==> config.mk <==
export PLATFORM = sky130hd
export DESIGN_NAME = bus_rr_arbiter
export DESIGN_NICKNAME = d
export VERILOG_FILES = /design/src/rtl/bus_arb_pkg.sv /design/src/rtl/rr_pick.sv /design/src/rtl/io_quota.sv /design/src/rtl/bus_rr_arbiter.sv
export SDC_FILE = /design/constraint.sdc
export NUM_CORES = 1
export LEC_CHECK = 0
export CAP_MARGIN = 30
export CORE_MARGIN = 4
export CORE_UTILIZATION = 45
export DETAILED_ROUTE_END_ITERATION = 6
export DONT_BUFFER_PORTS = 1
export GPL_ROUTABILITY_DRIVEN = 0
export SYNTH_ARGS = -nofsm -noshare
export SYNTH_HDL_FRONTEND = slang
export SYNTH_HIERARCHICAL = 1
export SYNTH_SLANG_ARGS = --single-unit
==> constraint.sdc <==
create_clock -name clk -period 10.4 [get_ports clk]
set_input_delay 2.08 -clock clk [delete_from_list [all_inputs] [get_ports clk]]
set_output_delay 2.08 -clock clk [all_outputs]
set_load 0.05 [all_outputs]
==> src/rtl/bus_arb_pkg.sv <==
package bus_arb_pkg;

  // index reached by stepping 'off' positions from 'base' on a ring of 'n'
  function automatic int ring_step(input int base, input int off, input int n);
    int s;
    s = base + off;
    if (s >= n) s = s - n;
    return s;
  endfunction

endpackage

==> src/rtl/rr_pick.sv <==
module rr_pick #(
  parameter int N_NODES = 8,
  localparam int IDX_W = (N_NODES > 1) ? $clog2(N_NODES) : 1
) (
  input  logic [N_NODES-1:0] req_i,
  input  logic [IDX_W-1:0]   start_i,
  output logic               found_o,
  output logic [IDX_W-1:0]   idx_o
);

  always_comb begin
    found_o = 1'b0;
    idx_o   = '0;
    for (int k = 0; k < N_NODES; k++) begin
      int cand;
      cand = bus_arb_pkg::ring_step(int'(start_i), k, N_NODES);
      if (!found_o && req_i[cand]) begin
        found_o = 1'b1;
        idx_o   = IDX_W'(cand);
      end
    end
  end

endmodule

==> src/rtl/io_quota.sv <==
module io_quota #(
  parameter int WIN_LEN  = 4,
  parameter int IO_QUOTA = 1,
  localparam int POS_W = $clog2(WIN_LEN + 1),
  localparam int CNT_W = $clog2(IO_QUOTA + 1)
) (
  input  logic clk,
  input  logic rst_n,
  input  logic issue_i,
  input  logic charge_i,
  output logic quota_ok_o
);

  logic [POS_W-1:0] pos_q, pos_d;
  logic [CNT_W-1:0] used_q, used_d;
  logic             wrap;

  assign wrap       = (pos_q == POS_W'(WIN_LEN - 1));
  assign quota_ok_o = (used_q < CNT_W'(IO_QUOTA));

  always_comb begin
    pos_d  = pos_q;
    used_d = used_q;
    if (issue_i) begin
      if (wrap) begin
        pos_d  = '0;
        used_d = '0;
      end else begin
        pos_d = pos_q + POS_W'(1);
        if (charge_i) used_d = used_q + CNT_W'(1);
      end
    end
  end

  always_ff @(posedge clk or negedge rst_n) begin
    if (!rst_n) begin
      pos_q  <= '0;
      used_q <= '0;
    end else if (issue_i) begin
      pos_q  <= pos_d;
      used_q <= used_d;
    end
  end

endmodule

==> src/rtl/bus_rr_arbiter.sv <==
module bus_rr_arbiter #(
  parameter int N_NODES     = 8,
  parameter int IO_IDX      = 7,
  parameter int WIN_LEN     = 4,
  parameter int IO_QUOTA    = 1,
  parameter bit IDLE_BYPASS = 1'b1
) (
  input  logic               clk,
  input  logic               rst_n,
  input  logic [N_NODES-1:0] req_i,
  input  logic               done_i,
  output logic [N_NODES-1:0] gnt_o,
  output logic               gnt_vld_o
);

  localparam int IDX_W = (N_NODES > 1) ? $clog2(N_NODES) : 1;
  localparam logic [N_NODES-1:0] IO_MASK = N_NODES'(1) << IO_IDX;

  logic [IDX_W-1:0]   ptr_q, ptr_d;
  logic [N_NODES-1:0] gnt_q, gnt_d;
  logic               vld_q, vld_d;

  logic               io_ok, bypass, others, load, issue, charge, found;
  logic [N_NODES-1:0] elig;
  logic [IDX_W-1:0]   win_idx;

  assign others = |(req_i & ~IO_MASK);
  assign bypass = IDLE_BYPASS && !io_ok && req_i[IO_IDX] && !others;
  assign elig   = (io_ok || bypass) ? req_i : (req_i & ~IO_MASK);
  assign load   = !vld_q || done_i;
  assign issue  = load && found;
  assign charge = (win_idx == IDX_W'(IO_IDX)) && io_ok;

  rr_pick #(.N_NODES(N_NODES)) u_pick (
    .req_i   (elig),
    .start_i (ptr_q),
    .found_o (found),
    .idx_o   (win_idx)
  );

  io_quota #(.WIN_LEN(WIN_LEN), .IO_QUOTA(IO_QUOTA)) u_quota (
    .clk        (clk),
    .rst_n      (rst_n),
    .issue_i    (issue),
    .charge_i   (charge),
    .quota_ok_o (io_ok)
  );

  always_comb begin
    ptr_d = ptr_q;
    gnt_d = gnt_q;
    vld_d = vld_q;
    if (load) begin
      vld_d = found;
      gnt_d = found ? (N_NODES'(1) << win_idx) : '0;
      if (found)
        ptr_d = (win_idx == IDX_W'(N_NODES - 1)) ? '0 : win_idx + IDX_W'(1);
    end
  end

  always_ff @(posedge clk or negedge rst_n) begin
    if (!rst_n) begin
      ptr_q <= '0;
      gnt_q <= '0;
      vld_q <= 1'b0;
    end else if (load) begin
      ptr_q <= ptr_d;
      gnt_q <= gnt_d;
      vld_q <= vld_d;
    end
  end

  assign gnt_o     = gnt_q;
  assign gnt_vld_o = vld_q;

endmodule

==> results of run 1 <==
critical path: stages:
cell	delay [ns]
or4_4	0.10
nor4_2	0.03
o21a_1	0.25
mux4_2	0.56
and2_4	0.19
or4_4	0.51
a211oi_4	0.35
a2111oi_1	0.14
a21oi_1	0.34
ha_1	0.24
ha_1	0.21
and2_1	0.16
o21ai_1	0.08
o2bb2ai_2	0.13
registers in the layout, summed over array words and instances (netlist names):
signal	count
gnt_o	8
gnt_vld_o	1
ptr_q	3
u_quota/pos_q	3
u_quota/used_q	1
final timing paths:
kind / startpoint / end / slack [ns] / cells after the start
worst max register to register: ptr_q[0]$_DFFE_PN0P_ / u_quota/used_q$_DFFE_PN0P_ / 5.96 / 13
worst min register to register: u_quota/pos_q[0]$_DFFE_PN0P_ / u_quota/pos_q[0]$_DFFE_PN0P_ / 0.49 / 1
min in group asynchronous: rst_n / gnt_o[6]$_DFFE_PN0N_ / 1.52 / 0
worst min-delay path: u_quota/pos_q[0]$_DFFE_PN0P_ / u_quota/pos_q[0]$_DFFE_PN0P_ / 0.49 / 1
max in group asynchronous: rst_n / gnt_o[3]$_DFFE_PN0N_ / 8.82 / 0
worst max-delay path: req_i[2] / u_quota/used_q$_DFFE_PN0P_ / 5.17 / 14
per-layer routing:
layer | part of all wire | wire, um | GRT usage
met2 | 0.50 | 2001 | 0.2765
met1 | 0.45 | 1797 | 0.2279
met3 | 0.035 | 138 | 0.03453
met4 | 0.013 | 51 | 0.04043
met5 | 0 | 0 | 0
layout by cell type (no fill, tap or decap), types with 2 or more instances in the layout:
cell,count
nand2b_1,5
mux2_1,5
and2_1,2
o21ai_0,13
nor2_1,5
xor2_1,2
dfrtp_1,16
nand3b_1,2
a21o_1,4
nor3b_1,2
nand2_1,15
a21boi_1,2
nor2b_1,2
clkbuf_8,4
mux4_2,15
o21ai_1,4
and2_4,2
a21oi_1,10
ha_1,9
o31ai_1,2
inv_1,12
mux2i_1,6
a31oi_1,2
nand3_1,8
o21a_1,2
mux2_2,4
or4_4,2
stage by stage:
stage               cell area, um2  cells  setup slack, ns  utilization  hold WS, ns
finish                        1844    223            5.169       0.4963       0.4853
CTS                           1844    223            5.185       0.4963       0.4876
floorplan                     1757    179            5.231            -       0.4569
global placement              1789    219            5.082       0.4815       0.4671
detailed placement            1789    219            4.926       0.4815       0.4767
global route                  1844    223            5.013       0.4963       0.5065
final cells by class:
type                            count  area (um2)  area share
Clock buffer                        4       55.05     0.02985
Tap cell                           48       60.06     0.03256
Inverter                           13       48.80     0.02646
Multi-Input combinational cell    141        1272      0.6900
Timing Repair Buffer                1       7.507    0.004071
Sequential cell                    16       400.4      0.2171
kinds of logic after synthesis:
group / share of synthesized area
multiplexers: 0.2991
AND/OR/NAND/NOR: 0.1610
adder cells (fa/ha/maj): 0.06410
buffers and inverters: 0.04771
XOR/XNOR: 0.009973
AO/OA/AOI/OAI: 0.1902
flip-flops: 0.2279
==> key figures, run 1 <==
Outcome
  – Status: finished clean

Clock network
  – Clock Path Buffers: 2
  – CTS Hold Bufs: 0
  – Clock-pin slew on the worst setup and hold paths: 0.06 ns
  – Worst skew pair latency: 0.25 ns
  – Num Clock Sinks: 16
  – # H-tree levels: 1
  – CTS tree: built
  – Post_cts resized: 0
  – CTS buffer count: 3
  – CTS Root Buffer Type: clkbuf_8
  – Setup bufs post-CTS: 0

Cells and area
  – Share of post-route cells with drive strength above 1: 0.1886
  – Area Overhead vs Synth: 4.986%
  – Filler cells: 352
  – Ant. Diodes: 0
  – Fin nets: 196

Logic synthesis
  – Synthesized instance count: 179
  – Post-synthesis sequential area ratio: 0.2279
  – Top_reg_cell synth: dfrtp_1
  – Yosys reg bits: 16
  – Leading area contributor after synthesis: dfrtp_1
  – Syn Nets: 199
  – Top cell type's share of synthesized area: 0.2279
  – YS warnings: 6
  – Distinct cell type count after synthesis: 46
  – Synth area leaders: dfrtp_1, mux4_2, ha_1
  – Post-synth EDFFs: 0
  – Most frequent cell after synthesis: dfrtp_1
  – Syn Area/Cell: 9.814 um2
  – Commonest cells post-synth: dfrtp_1, mux4_2, nand2_1
  – Synth async-reset ratio: 1.000
  – Synth Cell Area: 0.001757 mm2

Global route
  – Pin count of the biggest net entering global routing: 23
  – Antenna violations before repair: 0
  – First-pass GRT wire length: 6900 um
  – Vias in the first global route: 1,393
  – Total track usage: 0.1689
  – Gr ovfl total: 0

Routing
  – Total Wirelength: 3988 um
  – TritonRoute pass-1 iters: 4
  – Antenna Nets Post-Route: 0
  – Vias: 1,401
  – Drc violations: 0
  – Starting DRT DRC Count: 119
  – Wire length per cell: 17.88 um
  – Vias per Instance: 6.283

Worst setup path
  – WS Path Type: in2reg
  – WP data arrival: 5.38 ns
  – Critical Path Source Type: input port
  – Crit Path Max Fanout: 10
  – Critical path endpoint category: flip-flop
  – CP required: 10.54 ns

STA
  – Clock skew: 0.001273 ns
  – RSZ-0062 raised after global routing: no
  – Relative slew slack: 0.4536
  – Achievable clock frequency: 0.1912 GHz
  – Min cycle time layout: 5.231 ns
  – Max Slew Vio Count: 0
  – Actual slew at the worst max-slew pin: 0.7968 ns
  – Final setup viols: 0
  – Final Hold Fails: 0
  – Setup TNS: 0 ns
  – Period utilization: 0.5030

Floorplan
  – Die X: 70.48 um
  – Total core area: 0.003716 mm2
  – Die area: 0.004967 mm2
  – Row cnt: 22
  – Die Y: 70.48 um
  – Initial core utilization: 0.4727
  – # IOs: 20

Placement
  – DP HPWL: 3091 um
  – IO Port Bufs: 0

Run
  – Max-cap viol count: 0

Worst hold path
  – Hold Path Class: reg2reg
Power of run 1 is left out: the tool's default activity adds up to more than one toggle a clock period on the data nets, which glitch-free logic cannot reach.
==> inputs of run 2 (changes only) <==
==> constraint.sdc (replaced) <==
create_clock -name clk -period 5.1 [get_ports clk]
set_input_delay 1.02 -clock clk [delete_from_list [all_inputs] [get_ports clk]]
set_output_delay 1.02 -clock clk [all_outputs]
set_load 0.05 [all_outputs]
==> key figures, run 2 (synthesized netlist as in run 1, its figures left out) <==
Outcome
  – Status: finished clean (unchanged)

STA
  – Min cycle time layout: 4.187 ns
  – Setup TNS: 0 ns (unchanged)
  – Final setup viols: 0 (unchanged)
  – RSZ-0062 raised after global routing: no (unchanged)
  – Max Slew Vio Count: 0 (unchanged)
  – Clock skew: 0.003327 ns (was 0.001273 ns)
  – Achievable clock frequency: 0.2388 GHz
  – Period utilization: 0.8211
  – Final Hold Fails: 0 (unchanged)
  – Actual slew at the worst max-slew pin: 0.8286 ns (was 0.7968 ns)
  – Relative slew slack: 0.4318 (was 0.4536)
  – Crit path setup slack, layout: 0.9125 ns (was 5.169 ns)

Cells and area
  – Ant. Diodes: 0 (unchanged)
  – Commonest non-fill, non-tap cell in the layout: dfrtp_1 (unchanged)
  – Share of post-route cells with drive strength above 1: 0.1932 (was 0.1886)
  – Area Overhead vs Synth: 5.413% (was 4.986%)
  – Largest register FFs: 8 (unchanged)
  – Filler cells: 354 (was 352)
  – Commonest cells after routing, fill and taps aside: dfrtp_1, nand2_1, mux4_2 (unchanged)
  – FF/Latch Area: 400.4 um2 (unchanged)
  – Area of the multi-input gates: 0.001272 mm2 (unchanged)
  – Fin nets: 197 (was 196)

Clock network
  – Num Clock Sinks: 16 (unchanged)
  – Setup bufs post-CTS: 0 (unchanged)
  – Clock-pin slew on the worst setup and hold paths: 0.06 ns (about the same)
  – Worst skew pair latency: 0.25 ns (about the same)
  – CTS tree: built (unchanged)
  – # H-tree levels: 1 (unchanged)
  – CTS buffer count: 3 (unchanged)
  – CTS Root Buffer Type: clkbuf_8 (unchanged)
  – Post_cts resized: 0 (unchanged)
  – Clock Path Buffers: 2 (unchanged)
  – CTS Hold Bufs: 0 (unchanged)

Worst setup path
  – Crit Path Max Fanout: 10 (unchanged)
  – WS Path Type: in2reg (unchanged)
  – Critical path endpoint category: flip-flop (unchanged)
  – WP data arrival: 4.32 ns (was 5.38 ns)
  – Critical Path Source Type: input port (unchanged)
  – CP required: 5.24 ns (was 10.54 ns)
  – Reg2reg setup slack: 0.92 ns (was 5.96 ns)

Global route
  – Pin count of the biggest net entering global routing: 23 (unchanged)
  – First-pass GRT wire length: 6920 um (was 6900 um)
  – Antenna violations before repair: 0 (unchanged)
  – Vias in the first global route: 1,373 (was 1,393)
  – Total track usage: 0.1713 (was 0.1689)
  – Gr ovfl total: 0 (unchanged)

Placement
  – Pre-CTS setup slack: 0.6836 ns (was 4.926 ns)
  – IO Port Bufs: 0 (unchanged)
  – DP HPWL: 2995 um (was 3091 um)

Routing
  – Vias per Instance: 6.129 (was 6.283)
  – Highest routed layer: met4 (unchanged)
  – Wire length per cell: 17.29 um (was 17.88 um)
  – Vias: 1,373 (was 1,401)
  – Total Wirelength: 3873 um (was 3988 um)
  – TritonRoute pass-1 iters: 4 (unchanged)
  – Met2 WL: 1916 um (was 2001 um)
  – Routed wl met3: 169 um (was 138 um)
  – Met1 wire length: 1724 um (was 1797 um)
  – Antenna Nets Post-Route: 0 (unchanged)
  – Starting DRT DRC Count: 73 (was 119)
  – Drc violations: 0 (unchanged)

Floorplan
  – Die X: 70.48 um (unchanged)
  – Initial core utilization: 0.4727 (unchanged)
  – Die Y: 70.48 um (unchanged)
  – Die area: 0.004967 mm2 (unchanged)
  – # IOs: 20 (unchanged)
  – Row cnt: 22 (unchanged)
  – Total core area: 0.003716 mm2 (unchanged)

Run
  – Max-cap viol count: 0 (unchanged)

Worst hold path
  – Hold Path Class: in2async (was reg2reg)
[run 2: worst max-delay path: stages]
cell,delay [ns]
or4_4,0.10
nor4_2,0.03
o21a_1,0.25
mux4_2,0.56
and2_4,0.19
or4_4,0.51
a211oi_4,0.36
a2111oi_1,0.14
a21oi_1,0.35
ha_1,0.24
ha_1,0.20
and2_1,0.16
o21ai_1,0.08
o2bb2ai_2,0.13
[run 2: worst paths after layout]
check                                             start                           end  cells after the start
max                                            req_i[2]    u_quota/used_q$_DFFE_PN0P_                     14
min                                               rst_n          gnt_o[7]$_DFFE_PN0N_                      0
max reg2reg                        ptr_q[0]$_DFFE_PN0P_    u_quota/used_q$_DFFE_PN0P_                     14
min reg2reg                u_quota/pos_q[1]$_DFFE_PN0P_  u_quota/pos_q[1]$_DFFE_PN0P_                      1
max in group asynchronous                         rst_n    u_quota/used_q$_DFFE_PN0P_                      0
min in group clk           u_quota/pos_q[1]$_DFFE_PN0P_  u_quota/pos_q[1]$_DFFE_PN0P_                      1
[run 2: cell type report]
| type | instances | share of cell area |
|---|---|---|
| repair buffers | 2 | 0.008108 |
| inverters | 13 | 0.02635 |
| clock buffers | 4 | 0.02973 |
| flip-flops and latches | 16 | 0.2162 |
| well taps | 48 | 0.03243 |
| multi-input cells | 141 | 0.6872 |
[run 2: routing by layer]
metal,up-vias,GRT usage
met5,-,0
met4,0,0.05957
met3,6,0.01727
met2,35,0.2734
met1,658,0.2407
li1,674,-
[run 2: through the flow]
step | cells | hold slack (ns) | instance area [um2] | util
after floorplan | 179 | 0.4569 | 1757 | -
after global placement | 220 | 0.4706 | 1797 | 0.4835
after detailed placement | 220 | 0.4880 | 1797 | 0.4835
after CTS | 224 | 0.4559 | 1852 | 0.4983
after global routing | 224 | 0.4422 | 1852 | 0.4983
final | 224 | 0.4627 | 1852 | 0.4983
Power of run 2 is left out for the same reason.
==> inputs of run 3 (changes only) <==
==> constraint.sdc (replaced) <==
create_clock -name clk -period 4.35 [get_ports clk]
set_input_delay 0.87 -clock clk [delete_from_list [all_inputs] [get_ports clk]]
set_output_delay 0.87 -clock clk [all_outputs]
set_load 0.05 [all_outputs]
==> key figures, run 3 (synthesized netlist as in run 1, its figures left out) <==
Outcome
  – Status: finished clean (unchanged)

Worst setup path
  – Critical path origin: req_i[2] (unchanged)
  – CP required: 4.49 ns (was 5.24 ns)
  – Crit Path Max Fanout: 10 (unchanged)
  – Worst r2r src: ptr_q[1]$_DFFE_PN0P_ (was ptr_q[0]$_DFFE_PN0P_)
  – WP buf/inv: 0 (unchanged)
  – Critical Path Source Type: input port (unchanged)
  – Critical path endpoint category: flip-flop (unchanged)
  – WS Path Type: in2reg (unchanged)
  – Critical-path top delay cell: mux4_2 (unchanged)
  – WP data arrival: 4.03 ns (was 4.32 ns)
  – Crit-path max cell delay: 0.56 ns (about the same)
  – Crit-path cells: or4_4 -> nor4_2 -> o21a_1 -> mux4_2 -> and2_4 -> or4_4 -> a211oi_4 -> a2111oi_1 -> a21oi_1 -> ha_1 -> ha_1 -> and2_1 -> o21ai_1 -> o2bb2ai_2 (unchanged)
  – Largest delay share family, worst path: compound AO/OA/AOI/OAI gates (unchanged)

Cells and area
  – Largest register FFs: 8 (unchanged)
  – Share of post-route cells with drive strength above 1: 0.2067 (was 0.1932)
  – Area Overhead vs Synth: 6.695% (was 5.413%)
  – Filler cells: 340 (was 354)
  – Area of the multi-input gates: 0.001272 mm2 (unchanged)
  – FF/Latch Area: 400.4 um2 (unchanged)
  – Commonest non-fill, non-tap cell in the layout: dfrtp_1 (unchanged)
  – Fin nets: 200 (was 197)
  – Commonest cells after routing, fill and taps aside: dfrtp_1, nand2_1, mux4_2 (unchanged)
  – Ant. Diodes: 0 (unchanged)

Placement
  – DP HPWL: 3069 um (was 2995 um)
  – IO Port Bufs: 0 (unchanged)

STA
  – Final Hold Fails: 0 (unchanged)
  – RSZ-0062 raised after global routing: no (unchanged)
  – Actual slew at the worst max-slew pin: 0.8062 ns (was 0.8286 ns)
  – Final setup viols: 0 (unchanged)
  – Max Slew Vio Count: 0 (unchanged)
  – Achievable clock frequency: 0.2575 GHz
  – Min cycle time layout: 3.884 ns
  – Relative slew slack: 0.4471 (was 0.4318)
  – Clock skew: 0.0009758 ns (was 0.003327 ns)
  – Period utilization: 0.8929
  – Setup TNS: 0 ns (unchanged)

Worst hold path
  – Hold Path Class: in2async (unchanged)

Floorplan
  – Total core area: 0.003716 mm2 (unchanged)
  – Die X: 70.48 um (unchanged)
  – # IOs: 20 (unchanged)
  – Die area: 0.004967 mm2 (unchanged)
  – Row cnt: 22 (unchanged)
  – Initial core utilization: 0.4727 (unchanged)
  – Die Y: 70.48 um (unchanged)

Global route
  – Antenna violations before repair: 0 (unchanged)
  – First-pass GRT wire length: 6699 um (was 6920 um)
  – Gr ovfl total: 0 (unchanged)
  – Vias in the first global route: 1,418 (was 1,373)
  – Total track usage: 0.1674 (was 0.1713)
  – Pin count of the biggest net entering global routing: 17 (was 23)

Clock network
  – CTS Root Buffer Type: clkbuf_8 (unchanged)
  – Num Clock Sinks: 16 (unchanged)
  – Clock Path Buffers: 2 (unchanged)
  – CTS tree: built (unchanged)
  – Clock-pin slew on the worst setup and hold paths: 0.06 ns (about the same)
  – # H-tree levels: 1 (unchanged)
  – Post_cts resized: 0 (unchanged)
  – Worst skew pair latency: 0.25 ns (about the same)
  – Setup bufs post-CTS: 0 (unchanged)
  – CTS buffer count: 3 (unchanged)
  – CTS Hold Bufs: 0 (unchanged)

Routing
  – Vias per Instance: 6.264 (was 6.129)
  – Antenna Nets Post-Route: 0 (unchanged)
  – Wire length per cell: 17.44 um (was 17.29 um)
  – Total Wirelength: 3959 um (was 3873 um)
  – Starting DRT DRC Count: 65 (was 73)
  – Vias: 1,422 (was 1,373)
  – Drc violations: 0 (unchanged)
  – TritonRoute pass-1 iters: 4 (unchanged)

Run
  – Max-cap viol count: 0 (unchanged)
==> run 3: changes by cell type in the layout (fill, tap and decap cells not counted) <==
cell | previous run | this run
buf_4 | 2 | 5
==> run 3: per-layer routing <==
metal	routed length (um)	share of wire	global-route usage	up-vias
met2	2025	0.51	0.2723	49
met5	0	0	0	-
li1	-	-	-	679
met4	73	0.018	0.08085	0
met1	1689	0.43	0.2117	688
met3	170	0.043	0.03165	6
==> run 3: final timing paths <==
kind | end | cells after the start | slack, ns
max in group asynchronous | u_quota/pos_q[1]$_DFFE_PN0P_ | 0 | 3.97
min reg2reg | u_quota/pos_q[0]$_DFFE_PN0P_ | 1 | 0.50
min in group clk | u_quota/pos_q[0]$_DFFE_PN0P_ | 1 | 0.50
max reg2reg | u_quota/used_q$_DFFE_PN0P_ | 13 | 0.56
max | u_quota/used_q$_DFFE_PN0P_ | 14 | 0.47
min | gnt_o[1]$_DFFE_PN0N_ | 0 | 0.31
==> run 3: area by class of cell <==
| type | count | share of cell area |
|---|---|---|
| Multi-Input combinational cell | 141 | 0.6789 |
| Sequential cell | 16 | 0.2136 |
| Tap cell | 48 | 0.03204 |
| Clock buffer | 4 | 0.02937 |
| Inverter | 13 | 0.02603 |
| Timing Repair Buffer | 5 | 0.02003 |
==> run 3: stage by stage <==
stage / std cells / area, um2 / hold slack [ns] / setup slack, ns / utilization
final: 227 / 1874 / 0.3111 / 0.4658 / 0.5044
after global routing: 227 / 1874 / 0.2881 / 0.2866 / 0.5044
after CTS: 227 / 1874 / 0.3024 / 0.4767 / 0.5044
after detailed placement: 223 / 1819 / 0.4862 / 0.2248 / 0.4896
after global placement: 223 / 1819 / 0.4726 / 0.2759 / 0.4896
after floorplan: 179 / 1758 / 0.4569 / 0.1029 / -
Power of run 3 is left out for the same reason.
